[src/rtl/sdfmt_pkg.sv]
package sdfmt_pkg;

    // width of one sign-magnitude soft decision
    localparam int SD_W = 3;

    typedef logic [SD_W-1:0] sd_t;

    typedef struct packed {
        sd_t  i;
        sd_t  q;
        logic act;
    } sym_t;

    // holding-slot sequencer states
    typedef enum logic [1:0] {
        ST_EMPTY = 2'd0,
        ST_FULL  = 2'd1,
        ST_QSLOT = 2'd2
    } fmt_state_e;

    // what the output stage loads at a slot start
    typedef enum logic [1:0] {
        SL_NONE = 2'd0,
        SL_PAR  = 2'd1,
        SL_I    = 2'd2,
        SL_Q    = 2'd3
    } slot_e;

endpackage

[src/rtl/sdfmt_clkgen.sv]
module sdfmt_clkgen #(
    parameter int DIV_W = 8
) (
    input  logic             clk,
    input  logic             rst_n,
    input  logic [DIV_W-1:0] half_div,
    output logic             oclk,
    output logic             fall_evt
);

    logic [DIV_W-1:0] cnt;
    logic             wrap;

    assign wrap     = (cnt >= half_div);
    // the edge that drops oclk is the edge that starts a new slot
    assign fall_evt = wrap && oclk;

    always_ff @(posedge clk) begin
        if (!rst_n) begin
            cnt  <= '0;
            oclk <= 1'b0;
        end else if (wrap) begin
            cnt  <= '0;
            oclk <= ~oclk;
        end else begin
            cnt  <= cnt + 1'b1;
        end
    end

endmodule

[src/rtl/sdfmt_seq.sv]
module sdfmt_seq
    import sdfmt_pkg::*;
(
    input  logic  clk,
    input  logic  rst_n,
    input  logic  slot_evt,
    input  logic  in_valid,
    input  logic  cfg_serial,
    input  logic  cfg_qpsk,
    output logic  in_ready,
    output logic  load,
    output slot_e slot
);

    fmt_state_e state, state_nx;

    // state register
    always_ff @(posedge clk) begin
        if (!rst_n) state <= ST_EMPTY;
        else        state <= state_nx;
    end

    // next state and outputs
    always_comb begin
        state_nx = state;
        in_ready = 1'b0;
        load     = 1'b0;
        slot     = SL_NONE;
        unique case (state)
            ST_EMPTY: begin
                in_ready = 1'b1;
                if (in_valid) begin
                    load     = 1'b1;
                    state_nx = ST_FULL;
                end
            end
            ST_FULL: begin
                if (slot_evt) begin
                    // mode is read here only: the symbol boundary
                    if (!cfg_serial) begin
                        slot     = SL_PAR;
                        state_nx = ST_EMPTY;
                    end else if (!cfg_qpsk) begin
                        slot     = SL_I;
                        state_nx = ST_EMPTY;
                    end else begin
                        slot     = SL_I;
                        state_nx = ST_QSLOT;
                    end
                end
            end
            ST_QSLOT: begin
                if (slot_evt) begin
                    slot     = SL_Q;
                    state_nx = ST_EMPTY;
                end
            end
            default: state_nx = ST_EMPTY;
        endcase
    end

endmodule

[src/rtl/sdfmt_drive.sv]
module sdfmt_drive
    import sdfmt_pkg::*;
(
    input  logic  clk,
    input  logic  rst_n,
    input  logic  load,
    input  sym_t  in_sym,
    input  logic  slot_evt,
    input  slot_e slot,
    output sd_t   out_i,
    output sd_t   out_q,
    output sd_t   out_mux,
    output logic  out_sync,
    output logic  out_act
);

    sym_t hold;

    always_ff @(posedge clk) begin
        if (!rst_n) hold <= '0;
        else if (load) hold <= in_sym;
    end

    always_ff @(posedge clk) begin
        if (!rst_n) begin
            out_i    <= '0;
            out_q    <= '0;
            out_mux  <= '0;
            out_sync <= 1'b0;
            out_act  <= 1'b0;
        end else if (slot_evt) begin
            unique case (slot)
                SL_PAR: begin
                    out_i    <= hold.i;
                    out_q    <= hold.q;
                    out_mux  <= '0;
                    out_sync <= 1'b0;
                    out_act  <= hold.act;
                end
                SL_I: begin
                    out_i    <= '0;
                    out_q    <= '0;
                    out_mux  <= hold.i;
                    out_sync <= 1'b1;
                    out_act  <= hold.act;
                end
                SL_Q: begin
                    out_i    <= '0;
                    out_q    <= '0;
                    out_mux  <= hold.q;
                    out_sync <= 1'b0;
                    out_act  <= hold.act;
                end
                default: begin
                    out_i    <= '0;
                    out_q    <= '0;
                    out_mux  <= '0;
                    out_sync <= 1'b0;
                    out_act  <= 1'b0;
                end
            endcase
        end
    end

endmodule

[src/rtl/sdfmt_top.sv]
module sdfmt_top
    import sdfmt_pkg::*;
#(
    parameter int DIV_W = 8
) (
    input  logic             clk,
    input  logic             rst_n,
    input  logic             cfg_serial,
    input  logic             cfg_qpsk,
    input  logic [DIV_W-1:0] cfg_half_div,
    input  logic             in_valid,
    output logic             in_ready,
    input  logic [SD_W-1:0]  in_i,
    input  logic [SD_W-1:0]  in_q,
    input  logic             in_act,
    output logic             out_clk,
    output logic [SD_W-1:0]  out_i,
    output logic [SD_W-1:0]  out_q,
    output logic [SD_W-1:0]  out_mux,
    output logic             out_sync,
    output logic             out_act
);

    logic  slot_evt;
    logic  load;
    slot_e slot;
    sym_t  in_sym;

    assign in_sym = '{i: in_i, q: in_q, act: in_act};

    sdfmt_clkgen #(.DIV_W(DIV_W)) u_clkgen (
        .clk      (clk),
        .rst_n    (rst_n),
        .half_div (cfg_half_div),
        .oclk     (out_clk),
        .fall_evt (slot_evt)
    );

    sdfmt_seq u_seq (
        .clk        (clk),
        .rst_n      (rst_n),
        .slot_evt   (slot_evt),
        .in_valid   (in_valid),
        .cfg_serial (cfg_serial),
        .cfg_qpsk   (cfg_qpsk),
        .in_ready   (in_ready),
        .load       (load),
        .slot       (slot)
    );

    sdfmt_drive u_drive (
        .clk      (clk),
        .rst_n    (rst_n),
        .load     (load),
        .in_sym   (in_sym),
        .slot_evt (slot_evt),
        .slot     (slot),
        .out_i    (out_i),
        .out_q    (out_q),
        .out_mux  (out_mux),
        .out_sync (out_sync),
        .out_act  (out_act)
    );

endmodule

[config.mk]
export PLATFORM = sky130hd
export DESIGN_NAME = sdfmt_top
export DESIGN_NICKNAME = d
export VERILOG_FILES = /design/src/rtl/sdfmt_pkg.sv /design/src/rtl/sdfmt_clkgen.sv /design/src/rtl/sdfmt_seq.sv /design/src/rtl/sdfmt_drive.sv /design/src/rtl/sdfmt_top.sv
export SDC_FILE = /design/constraint.sdc
export NUM_CORES = 1
export LEC_CHECK = 0
export CORE_ASPECT_RATIO = 1.2
export CORE_MARGIN = 2
export CORE_UTILIZATION = 54
export DETAILED_ROUTE_END_ITERATION = 10
export PLACE_DENSITY = 0.83
export SLEW_MARGIN = 0
export SYNTH_ARGS = -nofsm -noshare
export SYNTH_HDL_FRONTEND = slang
export SYNTH_HIERARCHICAL = 1
export SYNTH_SLANG_ARGS = --single-unit
[constraint.sdc]
create_clock -name clk -period 5.4 [get_ports clk]
set_input_delay 1.08 -clock clk [delete_from_list [all_inputs] [get_ports clk]]
set_output_delay 1.08 -clock clk [all_outputs]
set_load 0.02 [all_outputs]
==> flow_metrics.env <==
export IMPL_synth_edf_count=0
export IMPL_synth_seq_cells=29
export IMPL_met1Wirelength_um=1220
export IMPL_wl_met3_um=161
export IMPL_switching_power_mw=0.118
export IMPL_pwr_share_seq=0.533
export IMPL_synth_area_leaders="dfxtp_1, ha_1, mux2i_1, nand3b_1, inv_1"
export IMPL_slew_viol_final=0
export IMPL_fin_skew_ps=5.20
export IMPL_coreArea_um2=2730
export IMPL_yosysWarningCount=6
export IMPL_rsz0062_at_grt="false"
export IMPL_drc=0
export IMPL_gp_congestion=0.866
export IMPL_cts_sinks=29
export IMPL_grt_pass1_wl_um=5480
export IMPL_post_route_cells_drive_above_1_share=0.0704
export IMPL_grt_pass1_vias=1301
export IMPL_ios=33
export IMPL_crit_path_top_delay_cell="nor2_1"
export IMPL_drtPass1Iterations=4
export IMPL_cts_setup_buffers=0
export IMPL_grt_max_degree=33
export IMPL_wl_per_cell_um=13.5
export IMPL_start_kind="primary input"
export IMPL_hold_path_class="register to register"
export IMPL_synthArstFlopShare=0
export IMPL_fin_crit_ps=3400
export IMPL_h_tree_depth=2
export IMPL_slowest_delay_ps=470
export IMPL_start_util=0.559
export IMPL_clk_latency_ps=330
export IMPL_n_antenna_cell=0
export IMPL_tightest_slew_ps=988
export IMPL_cp_data_required_time_ps=5620
export IMPL_critPathBufInv=3
export IMPL_setup_viol=0
export IMPL_timing_critical_path_mode_cell="nor2_1"
export IMPL_numCtsBuffers=5
export IMPL_cts_resized_gates=0
export IMPL_powerDensity_nw_per_um2=226
export IMPL_dieHeight_um=62.2
export IMPL_crit_family="simple AND/OR/NAND/NOR gates"
export IMPL_crit_arrival_ps=3620
export IMPL_vias_per_cell=5.29
export IMPL_rows=21
export IMPL_p_comb_frac=0.182
export IMPL_hold_violations=0
export IMPL_synth_common_cells="dfxtp_1, inv_1, nor2_1, ha_1"
export IMPL_syn_inst=163
export IMPL_status="completed"
export IMPL_preCtsSetupSlack_ps=1660
export IMPL_multi_input_area_um2=860
export IMPL_dieWidth_um=52.5
export IMPL_p_sw_frac=0.273
export IMPL_highest_layer="met4"
export IMPL_drtAntennaViolNets=0
export IMPL_clock_fmax_mhz=294
export IMPL_p_int_mw=0.314
export IMPL_routed_wl_um=3140
export IMPL_syn_area_per_cell_um2=9.36
export IMPL_synth_distinct_cells=37
export IMPL_synth_ff_type="dfxtp_1"
export IMPL_setup_ws_ps=2000
export IMPL_fin_nets=230
export IMPL_route_met2_wl_um=1750
export IMPL_syn_num_nets=195
export IMPL_maxCapViolCount=0
export IMPL_regArea_um2=581
export IMPL_routed_via_count=1232
export IMPL_synth_most_common_cell="dfxtp_1"
export IMPL_relSlewSlack=0.339
export IMPL_yosysTopAreaCellShare=0.380
export IMPL_synth_area_leader_cell="dfxtp_1"
export IMPL_power_total_mw=0.432
export IMPL_end_kind="register"
export IMPL_crit_type="primary input to register"
export IMPL_portBuffers=32
export IMPL_grtUsageTotal=0.221
export IMPL_ir_drop_v=0.000206
export IMPL_gr_total_overflow=0
export IMPL_p_clk_frac=0.285
export IMPL_hold_buffers=0
export IMPL_dieArea_um2=3270
export IMPL_cts_tree="built"
export IMPL_drtIter0Drc=29
export IMPL_placed_area_um2=1860
export IMPL_synth_area_um2=1530
export IMPL_n_fill_cell=212
export IMPL_worstPathMaxFanout=15
export IMPL_antenna_found_initial=0
export IMPL_holdWs_ps=472
export IMPL_place_hpwl_um=2410
export IMPL_tns_ps=0
export IMPL_final_area_um2=1910
export IMPL_leakage_nw=0.783
export IMPL_path_clk_slew_ps=90
export IMPL_area_growth_pct=25.4
export IMPL_cts_path_max_buffers=2
export IMPL_yosysSeqAreaShare=0.380
export IMPL_cts_root_buffer="clkbuf_4"
export IMPL_path_cells="clkdlybuf4s50_1, inv_1, ha_1, and4_1, o21ai_0, o21a_1, nor2_1, buf_4, nand2_1, nor2_1, mux2i_1, o2bb2ai_1"
export IMPL_period_share=0.630
layout make-up:
type                       count  share of cell area
multi-input combinational    115               0.449
sequential                    29               0.303
timing repair buffer          33               0.171
inverter                      14              0.0275
tap                           34              0.0222
clock buffer                   6              0.0216
clock inverter                 2             0.00523
worst paths after layout:
| kind | cells after the start | endpoint | slack, ps | start |
|---|---|---|---|---|
| max | 12 | u_drive/out_mux[0] | 2000 | cfg_half_div[5] |
| min | 1 | u_clkgen/cnt[0] | 470 | u_clkgen/cnt[0] |
| max reg2reg | 10 | u_drive/out_mux[0] | 2860 | u_clkgen/cnt[5] |
| min reg2reg | 1 | u_clkgen/cnt[0] | 470 | u_clkgen/cnt[0] |
cell families (layout without fill, tap and decap cells):
kind of cell | after synthesis | after routing | share of synthesized area
compound gates | 30 | 30 | 0.148
xor+xnor | 6 | 6 | 0.0344
fa+ha+maj | 12 | 12 | 0.0984
buf+inv | 19 | 55 | 0.0566
flops | 29 | 29 | 0.380
mux | 11 | 11 | 0.0721
simple gates | 56 | 56 | 0.211
per-layer routing:
metal / up-vias / global-route usage
met4: 0 / 0.0833
met1: 567 / 0.248
met2: 29 / 0.394
met5: - / 0
li1: 634 / -
met3: 2 / 0.0457
registers in the layout, indices dropped and copies added, names as in the netlist:
| register | cells |
|---|---|
| u_drive/out_act | 1 |
| u_drive/out_sync | 1 |
| u_drive/hold | 7 |
| u_seq/state | 2 |
| u_drive/out_mux | 3 |
| u_drive/out_q | 3 |
| u_clkgen/oclk | 1 |
| u_clkgen/cnt | 8 |
| u_drive/out_i | 3 |
power by group through the flow:
stage / logic, mW / registers (mW) / clock network (mW)
global route: 0.0864 / 0.232 / 0.136
CTS: 0.0789 / 0.230 / 0.127
detailed placement: 0.0785 / 0.235 / 0
floorplan: 0.0492 / 0.235 / 0
global placement: 0.0745 / 0.235 / 0
finish: 0.0788 / 0.230 / 0.123
through the flow:
stage,std cells,utilization
4_1_cts,233,0.701
6_report,233,0.701
3_3_place_gp,225,0.682
3_5_place_dp,225,0.682
5_1_grt,233,0.701
2_1_floorplan,163,-
layout by cell type, fill, tap and decap left out, drive strengths merged, types with 4 or more instances in the layout:
| cell type | netlist | layout |
|---|---|---|
| clkdlybuf4s50 | 0 | 32 |
| dfxtp | 29 | 29 |
| inv | 14 | 14 |
| nor2 | 13 | 13 |
| ha | 12 | 12 |
| nand2 | 11 | 11 |
| mux2i | 11 | 11 |
| nand3b | 9 | 9 |
| o21ai | 9 | 9 |
| nor2b | 7 | 7 |
| clkbuf | 0 | 6 |
| a21oi | 5 | 5 |
| nand3 | 5 | 5 |
| xnor2 | 4 | 4 |
Note: power is estimated with default switching activity, not from simulation.
